File: src/rtl/alm_pkg.sv
package alm_pkg;
    localparam int DW        = 8;
    localparam int AW        = 8;
    localparam int FIELDS    = 4;
    localparam int NUM_CH    = 2;
    localparam int ALM_BASE  = 7;
    localparam int CTRL_ADDR = ALM_BASE + NUM_CH * FIELDS;
    localparam int STAT_ADDR = CTRL_ADDR + 1;
    localparam int WILD_BIT  = DW - 1;

    typedef logic [FIELDS-1:0][DW-1:0] fieldset_t;

    typedef struct packed {
        logic route;
        logic en1;
        logic en0;
    } ctrl_t;

    typedef struct packed {
        logic          en;
        logic          we;
        logic [AW-1:0] addr;
        logic [DW-1:0] wdata;
    } bus_req_t;

    function automatic logic field_hit(input logic [DW-1:0] pat,
                                       input logic [DW-1:0] now);
        return pat[WILD_BIT] || (pat[WILD_BIT-1:0] == now[WILD_BIT-1:0]);
    endfunction

    function automatic logic [AW-1:0] ch_addr(input int ch, input int fld);
        return AW'(ALM_BASE + ch * FIELDS + fld);
    endfunction

    function automatic logic in_channel(input logic [AW-1:0] addr, input int ch);
        return (addr >= ch_addr(ch, 0)) && (addr <= ch_addr(ch, FIELDS - 1));
    endfunction
endpackage

File: src/rtl/alm_regs.sv
module alm_regs
    import alm_pkg::*;
(
    input  logic                          clk,
    input  logic                          rst,
    input  bus_req_t                      req,
    input  logic [NUM_CH-1:0]             flags,
    output logic [NUM_CH-1:0][FIELDS-1:0][DW-1:0] pats,
    output ctrl_t                         ctrl,
    output logic [DW-1:0]                 rdata,
    output logic [NUM_CH-1:0]             touch,
    output logic                          stat_wr,
    output logic [NUM_CH-1:0]             stat_bits
);
    localparam logic [AW-1:0] CTRL_A = AW'(CTRL_ADDR);
    localparam logic [AW-1:0] STAT_A = AW'(STAT_ADDR);
    localparam int CTRL_W = $bits(ctrl_t);

    logic wr_any;
    assign wr_any = req.en && req.we;

    for (genvar c = 0; c < NUM_CH; c++) begin : g_ch
        assign touch[c] = req.en && in_channel(req.addr, c);
        for (genvar f = 0; f < FIELDS; f++) begin : g_fld
            always_ff @(posedge clk) begin
                if (rst) begin
                    pats[c][f] <= '0;
                end else if (wr_any && req.addr == ch_addr(c, f)) begin
                    pats[c][f] <= req.wdata;
                end
            end
        end
    end

    always_ff @(posedge clk) begin
        if (rst) begin
            ctrl <= '0;
        end else if (wr_any && req.addr == CTRL_A) begin
            ctrl <= ctrl_t'(req.wdata[CTRL_W-1:0]);
        end
    end

    assign stat_wr   = wr_any && (req.addr == STAT_A);
    assign stat_bits = req.wdata[NUM_CH-1:0];

    always_comb begin
        rdata = '0;
        for (int c = 0; c < NUM_CH; c++) begin
            for (int f = 0; f < FIELDS; f++) begin
                if (req.addr == ch_addr(c, f)) rdata = pats[c][f];
            end
        end
        if (req.addr == CTRL_A) rdata = DW'(ctrl);
        if (req.addr == STAT_A) rdata = DW'(flags);
    end
endmodule

File: src/rtl/alm_match.sv
module alm_match
    import alm_pkg::*;
(
    input  fieldset_t pat,
    input  fieldset_t now,
    output logic      hit
);
    logic [FIELDS-1:0] fh;

    for (genvar f = 0; f < FIELDS; f++) begin : g_fld
        assign fh[f] = field_hit(pat[f], now[f]);
    end

    assign hit = &fh;
endmodule

File: src/rtl/alm_flags.sv
module alm_flags
    import alm_pkg::*;
(
    input  logic              clk,
    input  logic              rst,
    input  logic              tick,
    input  logic [NUM_CH-1:0] hit,
    input  logic [NUM_CH-1:0] touch,
    input  logic              stat_wr,
    input  logic [NUM_CH-1:0] stat_bits,
    input  ctrl_t             ctrl,
    output logic [NUM_CH-1:0] flags,
    output logic              int0_n,
    output logic              int1_n
);
    for (genvar c = 0; c < NUM_CH; c++) begin : g_flag
        logic set_c, clr_c;
        assign set_c = tick && hit[c];
        assign clr_c = touch[c] || (stat_wr && !stat_bits[c]);
        always_ff @(posedge clk) begin
            if (rst) begin
                flags[c] <= 1'b0;
            end else if (set_c) begin
                flags[c] <= 1'b1;
            end else if (clr_c) begin
                flags[c] <= 1'b0;
            end
        end
    end

    logic req0, req1;
    assign req0 = flags[0] && ctrl.en0;
    assign req1 = flags[1] && ctrl.en1;

    assign int0_n = !(req0 || (req1 && !ctrl.route));
    assign int1_n = !(req1 && ctrl.route);
endmodule

File: src/rtl/alm_irq_unit.sv
module alm_irq_unit
    import alm_pkg::*;
(
    input  logic          clk,
    input  logic          rst,
    input  logic          tick,
    input  logic [7:0]    now_sec,
    input  logic [7:0]    now_min,
    input  logic [7:0]    now_hour,
    input  logic [7:0]    now_wday,
    input  logic          bus_en,
    input  logic          bus_we,
    input  logic [7:0]    bus_addr,
    input  logic [7:0]    bus_wdata,
    output logic [7:0]    bus_rdata,
    output logic          int0_n,
    output logic          int1_n
);
    bus_req_t                              req_w;
    fieldset_t                             now_w;
    logic [NUM_CH-1:0][FIELDS-1:0][DW-1:0] pats_w;
    ctrl_t                                 ctrl_w;
    logic [NUM_CH-1:0]                     touch_w;
    logic [NUM_CH-1:0]                     hit_w;
    logic [NUM_CH-1:0]                     flag_w;
    logic [NUM_CH-1:0]                     sbits_w;
    logic                                  swr_w;

    assign req_w = '{en: bus_en, we: bus_we, addr: bus_addr, wdata: bus_wdata};
    assign now_w = {now_wday, now_hour, now_min, now_sec};

    alm_regs u_regs (
        .clk       (clk),
        .rst       (rst),
        .req       (req_w),
        .flags     (flag_w),
        .pats      (pats_w),
        .ctrl      (ctrl_w),
        .rdata     (bus_rdata),
        .touch     (touch_w),
        .stat_wr   (swr_w),
        .stat_bits (sbits_w)
    );

    for (genvar c = 0; c < NUM_CH; c++) begin : g_cmp
        alm_match u_match (
            .pat (pats_w[c]),
            .now (now_w),
            .hit (hit_w[c])
        );
    end

    alm_flags u_flags (
        .clk       (clk),
        .rst       (rst),
        .tick      (tick),
        .hit       (hit_w),
        .touch     (touch_w),
        .stat_wr   (swr_w),
        .stat_bits (sbits_w),
        .ctrl      (ctrl_w),
        .flags     (flag_w),
        .int0_n    (int0_n),
        .int1_n    (int1_n)
    );
endmodule

File: config.mk
export PLATFORM = sky130hd
export DESIGN_NAME = alm_irq_unit
export DESIGN_NICKNAME = d
export VERILOG_FILES = /design/src/rtl/alm_pkg.sv /design/src/rtl/alm_regs.sv /design/src/rtl/alm_match.sv /design/src/rtl/alm_flags.sv /design/src/rtl/alm_irq_unit.sv
export SDC_FILE = /design/constraint.sdc
export NUM_CORES = 1
export LEC_CHECK = 0
export BUFFER_PORTS_ARGS = -buffer_cell sky130_fd_sc_hd__buf_4
export CAP_MARGIN = 10
export CORE_MARGIN = 5
export CORE_UTILIZATION = 40
export CTS_BUF_LIST = sky130_fd_sc_hd__clkbuf_8
export DETAILED_ROUTE_END_ITERATION = 7
export GPL_TIMING_DRIVEN = 0
export MAX_ROUTING_LAYER = met4
export RECOVER_POWER = 25
export SYNTH_ARGS = -nofsm -noshare
export SYNTH_HDL_FRONTEND = slang
export SYNTH_SLANG_ARGS = --single-unit
File: constraint.sdc
create_clock -name clk -period 3.45 [get_ports clk]
set_input_delay 0.69 -clock clk [delete_from_list [all_inputs] [get_ports clk]]
set_output_delay 0.69 -clock clk [all_outputs]
set_load 0.05 [all_outputs]
==> key figures <==
Run status
  • Status: complete, but fails checks
  • Violated checks: max-capacitance violations, max-slew violations

Routing
  • Antenna viol nets, final: 0
  • Routed WL per cell: approximately 21 um
  • Initial DRC Count: about 280
  • Drt via density: between 5 and 6
  • Vias: 4014
  • Initial DRT Pass Iterations: 5
  • Residual DRC: 0
  • Final wirelength: ~15 mm

Synthesis
  • Mapped cell area: 3941 um^2
  • Cells after Synth: just over 500
  • Seq/Total Area, Yosys: 0.3505
  • Cell variety after synth: 43
  • Syn_area_per_cell: 7.698 um^2
  • Post-synth EDFFs: 0
  • Top cell type's share of synthesized area: 0.3505
  • Post-synth top flop: dfxtp_1
  • Top cells by area, synth: dfxtp_1 35%, nand2_1 10%, a21oi_1 8.1%
  • Yosys reg bits: a little under 70
  • Yosys warns: 0
  • Leading area contributor after synthesis: dfxtp_1
  • Async set-or-reset flop fraction in the synthesized netlist: 0
  • Syn Nets: roughly 570

Cells and area
  • Commonest cells after routing, fill and taps aside: 109 x nand2_1, 69 x dfxtp_1, 63 x a21oi_1
  • Non-Filler Instances: ~710
  • Syn-to-layout area delta: 22.44%
  • Fin nets: approximately 630
  • Diodes inserted: 0
  • Commonest non-fill, non-tap cell in the layout: nand2_1
  • Share of post-route cells with drive strength above 1: 0.1522

Job
  • MaxCap Viol Count: 1

Power
  • Power Density: approximately 370 nW/um^2
  • Pwr Total: between 0.0015 and 0.002 W
  • Max VDD drop: 239.2 uV
  • Leakage: 1.646 nW

Clocking
  • Num CTS Buffers: 9
  • Clock Latency Late Sink: between 0.3 and 0.4 ns
  • Sink Count: around 70
  • Clock Path Buffers: 2
  • Reg clk slew, reported paths: around 0.080 ns
  • TritonCTS clock tree: built
  • Clk root buf: clkbuf_8
  • H-tree levels: 3

Placed design
  • Post-placement cell count: approximately 690
  • Post-DP HPWL: around 11 mm
  • GPL Wtd Cong: 1.032
  • Port Buffer Count: 47

Floorplan
  • Die Wd: 109.3 um
  • Num rows: 36
  • Die Y: ~110 um
  • Die Footprint: approximately 12000 um^2
  • Initial Util: 0.4070
  • # IOs: 63
  • Core area: about 9700 um^2

Timing
  • Fmax: 292.0 MHz
  • RSZ-0062 raised after global routing: no
  • Final min period: roughly 3.4 ns
  • Worst relative slew slack: -0.03586
  • Slew @ Worst Pin: approximately 1.5 ns
  • Setup Skew: between 0.004 and 0.005 ns
  • Final setup violation count: 0
  • Hold Vio Cnt, Final: 0
  • Fin crit share: 0.9925
  • Pins over their slew limit: 9

Worst setup path
  • Crit Path Class: in -> out
  • CP Data Arrival Time: about 2.7 ns
  • Critical path capture point type: primary output
  • Crit-path slowest cell: or4_4
  • Crit path top cell by count: buf_6
  • R2r setup slk: about 1.5 ns
  • Worst path cell trace: buf_4, or4_4, or3_4, buf_6, o221ai_2, a2bb2oi_2, nor3_2, a221o_1, buf_6
  • Crit path launch type: primary input
  • CP max FO: 7
  • Worst setup path start: bus_addr[4]
  • RR Endpoint: u_flags.flags[1]
  • Setup crit end: bus_rdata[1]
  • Worst path max stage delay: ~0.55 ns
  • Reg2reg start: u_regs.pats[46]
  • CP required: ~2.8 ns
  • Reg2reg path depth: 5

GRT
  • Largest net degree at the start of global routing: 14
  • First-pass GRT wire length: 22.25 mm
  • M3 GR Usage: 0.04440
  • Top Usage Layer GRT: met2
  • Met1 Track Usage GR: 0.3454
  • Met2 Use GR: 0.4197
  • Initial antenna violation count: 0
  • GRT Util Overall: 0.2608
  • Vias in the first global route: around 3900
  • Remaining Overflow, GRT: 0

Min path
  • Min-delay src: u_regs.pats[15]
  • Type of the tightest min-delay check: reg -> reg
-- registers in the layout, summed over array words and instances (netlist names) --
register / count
u_regs.pats: 64
u_regs.ctrl: 3
u_flags.flags: 2
-- Yosys cell counts, drive strengths merged (2+ instances only) --
master / number
clkbuf: 23
nand3: 3
buf: 10
a21oi: 64
inv: 4
a221o: 2
o21ai: 34
nand4: 6
nor3: 11
or4: 3
o21bai: 3
mux2i: 29
a221oi: 4
xor2: 30
a31oi: 4
xnor2: 27
nor2b: 3
nand2: 109
nor2: 37
a41oi: 6
o311ai: 2
nor4: 9
or3: 3
dfxtp: 69
o22ai: 4
-- power by group --
| part | switching [W] | total (W) | internal [W] |
|---|---|---|---|
| registers | 0.000000620 | 0.000797 | 0.000796 |
| logic | 0.000131 | 0.000205 | 0.0000741 |
| clock network | 0.000342 | 0.000776 | 0.000433 |
-- what timing repair did --
item	CTS	global route
gates resized for setup	17	13
hold endpoints to repair	0	0
setup buffers	4	1
setup endpoints to repair	8	8
cloned	0	0
hold buffers	0	0
pin swaps	5	3
-- kinds of logic after synthesis --
logic type             synth area share
AND/OR/NAND/NOR                  0.2194
AO/OA/AOI/OAI                    0.1911
flip-flops                       0.3505
XOR/XNOR                         0.1267
buffers and inverters           0.03587
multiplexers                    0.07651
-- worst max-delay path, delay by kind of cell --
family	cells	cell delay, ns
buffers and inverters	3	0.43
AO/OA/AOI/OAI	3	0.64
AND/OR/NAND/NOR	3	0.96
-- metrics by stage --
stage / hold slack [ns] / util / worst slack [ns] / area [um^2] / TNS, ns
2_1_floorplan: 0.4411 / - / 0.004942 / 4018 / 0
3_3_place_gp: 0.4546 / 0.4685 / -0.6381 / 4537 / -3.670
3_5_place_dp: 0.4610 / 0.4685 / -0.6214 / 4537 / -3.590
4_1_cts: 0.4722 / 0.5010 / -0.05799 / 4852 / -0.09118
5_1_grt: 0.4968 / 0.4983 / 0.01636 / 4826 / 0
6_report: 0.4743 / 0.4983 / 0.02571 / 4826 / 0
-- worst min path at each step --
| stage | end | slack (ns) | cells past startpoint |
|---|---|---|---|
| after floorplan | u_regs.pats[15] | 0.44 | 2 |
| after global placement | u_regs.pats[31] | 0.45 | 2 |
| after detailed placement | u_regs.pats[15] | 0.46 | 2 |
| after CTS | u_regs.pats[15] | 0.47 | 2 |
| after global routing | u_regs.pats[15] | 0.50 | 2 |
| final | u_regs.pats[15] | 0.47 | 2 |
-- layout make-up --
type                            instances  area, um^2
Sequential cell                        69        1381
Buffer                                 31       135.1
Fill cell                            1013        4858
Timing Repair Buffer                   52       375.4
Multi-Input combinational cell        406        2521
Clock buffer                           10       137.6
Inverter                                4       15.01
Tap cell                              133       166.4
Clock inverter                          6       93.84
-- layer usage --
metal  share of wire  up-vias
li1                -     1905
met1            0.44     1921
met2            0.48      172
met3           0.073       16
met4           0.012        0
met5               0        -
Power figures use the tool's default switching activity.
